<file path="config.mk">
export PLATFORM = sky130hd
export DESIGN_NAME = pwm_moire_dac
export DESIGN_NICKNAME = d
export VERILOG_FILES = /design/src/rtl/pmd_pkg.sv /design/src/rtl/pmd_frame_timer.sv /design/src/rtl/pmd_channel.sv /design/src/rtl/pwm_moire_dac.sv
export SDC_FILE = /design/constraint.sdc
export NUM_CORES = 1
export LEC_CHECK = 0
export BUFFER_PORTS_ARGS = -buffer_cell sky130_fd_sc_hd__buf_2
export CAP_MARGIN = 20
export CORE_MARGIN = 2
export CORE_UTILIZATION = 45
export CTS_CLUSTER_SIZE = 25
export DETAILED_ROUTE_END_ITERATION = 6
export PLACE_DENSITY = 0.67
export SYNTH_ARGS = -nofsm -noshare
export SYNTH_HDL_FRONTEND = slang
export SYNTH_HIERARCHICAL = 1
export SYNTH_SLANG_ARGS = --single-unit
</file>
<file path="constraint.sdc">
create_clock -name clk_i -period 1.67 [get_ports clk_i]
set_input_delay 0.167 -clock clk_i [delete_from_list [all_inputs] [get_ports clk_i]]
set_output_delay 0.167 -clock clk_i [all_outputs]
set_load 0.05 [all_outputs]
</file>
<file path="src/rtl/pmd_pkg.sv">
package pmd_pkg;
  typedef enum logic {PH_ACTIVE = 1'b0, PH_BLANK = 1'b1} phase_e;
endpackage

</file>
<file path="src/rtl/pmd_frame_timer.sv">
module pmd_frame_timer #(
  parameter int DW = 8
) (
  input  logic          clk_i,
  input  logic          rst_ni,
  output logic [DW-1:0] cnt_o,
  output logic          wrap_o
);
  localparam logic [DW-1:0] LAST = DW'((1 << DW) - 2);

  logic [DW-1:0] cnt_q;

  assign wrap_o = (cnt_q == LAST);
  assign cnt_o  = cnt_q;

  always_ff @(posedge clk_i or negedge rst_ni) begin
    if (!rst_ni)     cnt_q <= '0;
    else if (wrap_o) cnt_q <= '0;
    else             cnt_q <= cnt_q + 1'b1;
  end
endmodule

</file>
<file path="src/rtl/pmd_channel.sv">
module pmd_channel
  import pmd_pkg::*;
#(
  parameter int DW = 8
) (
  input  logic          clk_i,
  input  logic          rst_ni,
  input  logic          wrap_i,
  input  logic [DW-1:0] cnt_i,
  input  logic          wr_i,
  input  logic [DW-1:0] wr_data_i,
  input  logic          moire_en_i,
  output logic          pwm_o,
  output logic [DW-1:0] duty_o,
  output logic          blank_o
);
  logic [DW-1:0] shadow_q, shadow_d, active_q;
  logic          men_q;
  phase_e        phase_q;

  assign shadow_d = wr_i ? wr_data_i : shadow_q;

  always_ff @(posedge clk_i or negedge rst_ni) begin
    if (!rst_ni) begin
      shadow_q <= '0;
      active_q <= '0;
      men_q    <= 1'b0;
      phase_q  <= PH_ACTIVE;
    end else begin
      shadow_q <= shadow_d;
      if (wrap_i) begin
        active_q <= shadow_d;
        men_q    <= moire_en_i;
        // first enabled frame is active; alternate only while enable persists
        if (men_q && moire_en_i)
          phase_q <= (phase_q == PH_ACTIVE) ? PH_BLANK : PH_ACTIVE;
        else
          phase_q <= PH_ACTIVE;
      end
    end
  end

  assign pwm_o   = (phase_q == PH_ACTIVE) && (cnt_i < active_q);
  assign duty_o  = active_q;
  assign blank_o = (phase_q == PH_BLANK);
endmodule

</file>
<file path="src/rtl/pwm_moire_dac.sv">
module pwm_moire_dac #(
  parameter int NUM_CH = 2,
  parameter int DW     = 8,
  localparam int CW    = (NUM_CH > 1) ? $clog2(NUM_CH) : 1
) (
  input  logic              clk_i,
  input  logic              rst_ni,
  input  logic              wr_en_i,
  input  logic [CW-1:0]     wr_ch_i,
  input  logic [DW-1:0]     wr_data_i,
  input  logic [NUM_CH-1:0] moire_en_i,
  output logic [NUM_CH-1:0] pwm_o
);
  logic [DW-1:0]             cnt_w;
  logic                      wrap_w;
  logic [NUM_CH-1:0][DW-1:0] duty_w;
  logic [NUM_CH-1:0]         blank_w;

  pmd_frame_timer #(.DW(DW)) u_timer (
    .clk_i  (clk_i),
    .rst_ni (rst_ni),
    .cnt_o  (cnt_w),
    .wrap_o (wrap_w)
  );

  for (genvar c = 0; c < NUM_CH; c++) begin : g_ch
    logic sel;
    assign sel = wr_en_i && (wr_ch_i == CW'(c));
    pmd_channel #(.DW(DW)) u_ch (
      .clk_i      (clk_i),
      .rst_ni     (rst_ni),
      .wrap_i     (wrap_w),
      .cnt_i      (cnt_w),
      .wr_i       (sel),
      .wr_data_i  (wr_data_i),
      .moire_en_i (moire_en_i[c]),
      .pwm_o      (pwm_o[c]),
      .duty_o     (duty_w[c]),
      .blank_o    (blank_w[c])
    );
  end
endmodule

</file>
# ---- After elaboration in Yosys (flattened, before gate mapping)
# Cells that the tools add are included.
# Widths: inputs -> output; s select.
dict set report word_totals {
  output_inout_bits 2
  wordCells 29
  regBits 44
}
dict set report op_classes {
  addsub 1
  n_bitwise 3
  n_mux 7
  reduce_logical 6
  n_eq_ne 1
  order_cmp 2
}
# cell count
set op_table {}
lappend op_table {{$mux 8} 3}
lappend op_table {{$lt 8x8->1} 2}
lappend op_table {{$add 8x1->8 const B} 1}
lappend op_table {{$eq 8x8->1 const B} 1}
lappend op_table {{$logic_and 1x1->1} 6}
lappend op_table {{$mux 1} 4}
lappend op_table {{$not 1->1} 3}

# ---- Longest topological paths before layout
dict set report logic_depth {
  ltp_word 3
  depth_mapped 9
}

# ---- Hierarchy
# The synthesis kept the hierarchy.
# mod cells_each n_inst area_per_inst_um2
set by_module_without_submodules {}
lappend by_module_without_submodules {pmd_channel 72 2 853.3}
lappend by_module_without_submodules {pmd_frame_timer 43 1 441.7}
lappend by_module_without_submodules {pwm_moire_dac 2 1 16.3}

# ---- Worst setup path before layout
# OpenSTA, ideal clock, no wires.
dict set report synth_path {
  kind {register to output}
  start {reg u_timer.cnt_q[2] (netlist: u_timer/cnt_o[2])}
  end {out pwm_o[0]}
  t_arrival_ns 2.180
  n_path_buf 0
  t_required_ns 1.503
  path_slack_ns -0.677
  path_stages_with_launch 5
  cell_sequence {dfrtp_1 > ha_1 > a211oi_2 > o21ai_1 > a2111oi_2}
}
dict set report synth_via {
  elab_chain_len 2
}
# element line
set synth_lines {}
lappend synth_lines {{start, declared} pmd_frame_timer.sv:11} ;# logic [DW-1:0] cnt_q;
lappend synth_lines {{start signal, assigned} pmd_frame_timer.sv:19} ;# else cnt_q <= cnt_q + 1'b1;
lappend synth_lines {{$lt 8x8->1} pmd_channel.sv:43} ;# assign pwm_o = (phase_q == PH_ACTIVE) && (cnt_i < active_q);
lappend synth_lines {{$logic_and 1x1->1} pmd_channel.sv:43}
lappend synth_lines {{end, declared} pwm_moire_dac.sv:12} ;# output logic [NUM_CH-1:0] pwm_o
# Every way passes these cells.

# ---- Worst setup path after layout
dict set report layout_path {
  start {reg g_ch[1].u_ch.active_q[7]}
  end {out pwm_o[1]}
}
dict set report layout_via {
  elab_chain_len 2
}
# element line
set layout_lines {}
lappend layout_lines {{start, declared} pmd_channel.sv:17} ;# logic [DW-1:0] shadow_q, shadow_d, active_q;
lappend layout_lines {{start signal, assigned} pmd_channel.sv:32} ;# active_q <= shadow_d;
lappend layout_lines {{$lt 8x8->1} pmd_channel.sv:43}
lappend layout_lines {{$logic_and 1x1->1} pmd_channel.sv:43}
# Every way passes these cells.

==> impl_metrics.csv <==
group,metric,value,unit
yosys,syn_nets,219,
critical_path,r2r_cells,8,
critical_path,critPathArrivalTime,1830,ps
power_and_ir_drop,p_per_area,754,nW/um2
power_and_ir_drop,ir_drop,0.470,mV
finish,fin_nets,260,
critical_path,crit_type,"register to output pin",
detailed_routing,routed_wl,4660,um
timing,fin_crit,2000,ps
global_routing,grt_max_degree,28,
global_routing,grt_pass1_wl,6970,um
outcome,violations,"negative setup slack",
critical_path,cp.required,1500,ps
global_routing,grtUsageMet1,22.0,%
timing,slew_violations,0,
floorplanning,dieArea,5380,um2
critical_path,path_cells,"inv_1 > ha_1 > nand4_1 > nor2_1 > a2111oi_4 > buf_6",
power_and_ir_drop,leakagePower,0.00132,uW
floorplanning,coreArea,4690,um2
yosys,synthCells,189,
detailed_routing,dr.first_iter.drc_count,81,
detailed_routing,drc,0,
detailed_routing,vias,1534,
power_and_ir_drop,comb_power_share,7.1,%
place,place_area,2430,um2
timing,hold_viol,0,
global_routing,use_met3,5.76,%
yosys,ys_types,32,
critical_path,worstReg2RegStart,"u_timer/cnt_o[5]$_DFF_PN0_",
global_routing,busiest_layer,"met2",
detailed_routing,drtAntennaViolNets,0,
global_routing,overflow,0,
place,port_buffers,15,
clock_tree,tritoncts,"done",
clock_tree,cts_root_buffer,"clkbuf_8",
finish,drive_gt1_share,49.8,%
critical_path,critPathLaunchType,"register",
clock_tree,htreeDepth,2,
floorplanning,initial_core_util,46.1,%
yosys,yosysSeqAreaShare,50.9,%
detailed_routing,dr.pass1.iters,4,
place,place_congestion,0.804,
timing,final-setup-viol-count,22,
finish,antennaDiodeCount,0,
yosys,ys_seq_elements,44,
yosys,yosysTopAreaCellShare,50.9,%
yosys,synth-warning-count,6,
run,drv_cap,0,
floorplanning,die_x,73.4,um
detailed_routing,avgRoutedWirePerCell,16.3,um
global_routing,grt_usage,17.9,%
yosys,yosys-top-cells-area,"dfrtp_1, ha_1, mux2_2",
timing,fmax,500,MHz
power_and_ir_drop,p_sw_share,21.8,%
global_routing,met2_usage,29.0,%
clock_tree,cts.sink_count,44,
timing,relSlewSlack,58.5,%
detailed_routing,avgViaCountPerCell,5.38,
clock_tree,numCtsBuffers,5,
finish,syn_to_final_growth,31.7,%
power_and_ir_drop,seq_power_share,52.7,%
min_path,holdCritStartpoint,"moire_en_i[1]",
critical_path,r2r_slack,-150,ps
power_and_ir_drop,switchingPower,468,uW
timing,rsz0062_at_grt,"true",
timing,whs,109,ps
outcome,status,"finished, violations left",
floorplanning,pin_count,16,
floorplanning,row_count,25,
timing,fin_skew,10.1,ps
yosys,synth_area,2160,um2
min_path,hold_path_class,"input port to register",
timing,tightest_slew,622,ps
clock_tree,clk_latency,310,ps
clock_tree,clockBufferDepth,2,
min_path,hold_depth,3,
power_and_ir_drop,p_clk_share,40.2,%
power_and_ir_drop,p_int,1680,uW
global_routing,grt_pass1_vias,1520,
critical_path,critical_path.endpoint_type,"output pin",
floorplanning,fp.dieH,73.4,um
finish,stdcell_area,2850,um2
critical_path,critical_path.slowest_cell,"a2111oi_4",
global_routing,grt_antenna_before_repair,0,
place,dp_hpwl,3120,um
clock_tree,cts.clk_slew.worst_paths,90,ps
place,dpl.cell_count,264,
timing,finalWorstSetupSlack,-330,ps
yosys,syn_area_per_cell,11.5,um2
critical_path,worstPathMaxFanout,2,
critical_path,reg2reg_to,"g_ch[1].u_ch/duty_o[0]$_DFFE_PN0P_",
yosys,synth_top_area_cell,"dfrtp_1",
timing,finalCritPeriodShare,120,%
min_path,hold_end,"g_ch[1].u_ch/blank_o$_DFFE_PN0P_",
critical_path,max_stage_delay,370,ps
finish,stdcell_count,285,
## final cells by class
cell class,count,area [um2]
Clock buffer,6,82.6
Clock inverter,2,38.8
Fill cell,365,1840
Inverter,16,60.1
Multi-Input combinational cell,121,1110
Sequential cell,44,1110
Tap cell,54,67.6
Timing Repair Buffer,42,387
## critical path: cells and delay by family (launching register included)
family,cells,cell delay (ps)
and+or+nand+nor,2,170
DFF,1,360
adders and majority gates,1,270
AOI/OAI and AO/OA,1,370
buffers and inverters,2,340
## worst max path at each step
stage	startpoint	to	slack [ps]	depth (start not counted)
after floorplan	u_timer/cnt_o[2]$_DFF_PN0_	pwm_o[0]	-160	4
after global placement	u_timer/cnt_o[5]$_DFF_PN0_	pwm_o[0]	-120	5
after detailed placement	u_timer/cnt_o[1]$_DFF_PN0_	pwm_o[1]	-110	5
after CTS	u_timer/cnt_o[2]$_DFF_PN0_	pwm_o[1]	-330	5
after global routing	u_timer/cnt_o[2]$_DFF_PN0_	pwm_o[1]	-400	5
final	g_ch[1].u_ch/duty_o[7]$_DFFE_PN0P_	pwm_o[1]	-330	6
## per-stage QoR
stage | TNS (ps) | power, uW | setup WS [ps] | utilization (%)
after floorplan | -313 | 1240 | -156 | -
after global placement | -208 | 1290 | -116 | 51.8
after detailed placement | -195 | 1300 | -107 | 51.8
after CTS | -672 | 2160 | -328 | 55.4
after global routing | -3490 | 2230 | -403 | 60.7
final | -2490 | 2150 | -330 | 60.7
## registers in the layout, summed over array words and instances, names as in the netlist
| signal | flops |
|---|---|
| g_ch.u_ch/men_q | 2 |
| g_ch.u_ch/blank_o | 2 |
| g_ch.u_ch/duty_o | 16 |
| u_timer/cnt_o | 8 |
| g_ch.u_ch/shadow_q | 16 |
## routing by layer
layer  part of all wire [%]  up-vias
met5                      0        -
met3                    3.7        7
met1                     44      756
li1                       -      744
met4                    1.4        0
met2                     51       27
## power groups by stage
stage	combinational, uW	clock, uW	sequential (uW)
6_report	152	864	1130
5_1_grt	169	928	1140
4_1_cts	143	881	1130
3_5_place_dp	139	0	1160
3_3_place_gp	137	0	1150
2_1_floorplan	85.6	0	1150
## layout by cell type (no fill, tap or decap), drive strengths merged, types with 3 or more instances in the layout
cell type,netlist,final
clkbuf,3,8
nand2,20,20
nand4,4,4
ha,16,16
o21ai,21,21
nor2,6,6
inv,16,16
nand3,3,3
nand2b,5,5
a211oi,4,4
dfrtp,44,44
mux2,21,21
buf,5,39
## cell families (layout without fill, tap and decap cells)
logic type	after synthesis	in the layout	synth area share (%)
and+or+nand+nor	46	46	10.6
DFF	44	44	50.9
AOI/OAI and AO/OA	36	36	11.4
buffers and inverters	24	66	5.32
muxes	23	23	12.5
adders and majority gates	16	16	9.25
## synthesized netlist by cell type
| cell | instances |
|---|---|
| a2111oi_2 | 2 |
| a211oi_1 | 2 |
| a211oi_2 | 2 |
| a21oi_1 | 2 |
| a31oi_1 | 2 |
| a32o_1 | 1 |
| a41oi_1 | 2 |
| and2_1 | 1 |
| and2_2 | 1 |
| and2b_2 | 1 |
| and3_1 | 1 |
| and4_4 | 1 |
| buf_2 | 2 |
| buf_6 | 3 |
| clkbuf_1 | 3 |
| dfrtp_1 | 44 |
| ha_1 | 16 |
| inv_1 | 16 |
| mux2_2 | 17 |
| mux2_4 | 4 |
| mux2i_1 | 2 |
| nand2_1 | 20 |
| nand2b_1 | 5 |
| nand3_1 | 3 |
| nand3b_1 | 1 |
| nand4_1 | 4 |
| nor2_1 | 6 |
| nor2b_1 | 2 |
| o21ai_0 | 19 |
| o21ai_1 | 2 |
| o21bai_1 | 1 |
| o221ai_2 | 1 |
## what timing repair did
item                       CTS  global route
cloned                       0             2
setup buffers                1             9
setup endpoints to repair    2            17
hold endpoints to repair    25             0
hold buffers                 1             0
gates resized for setup     11            50
No activity file was read; power rests on OpenSTA's default activity.
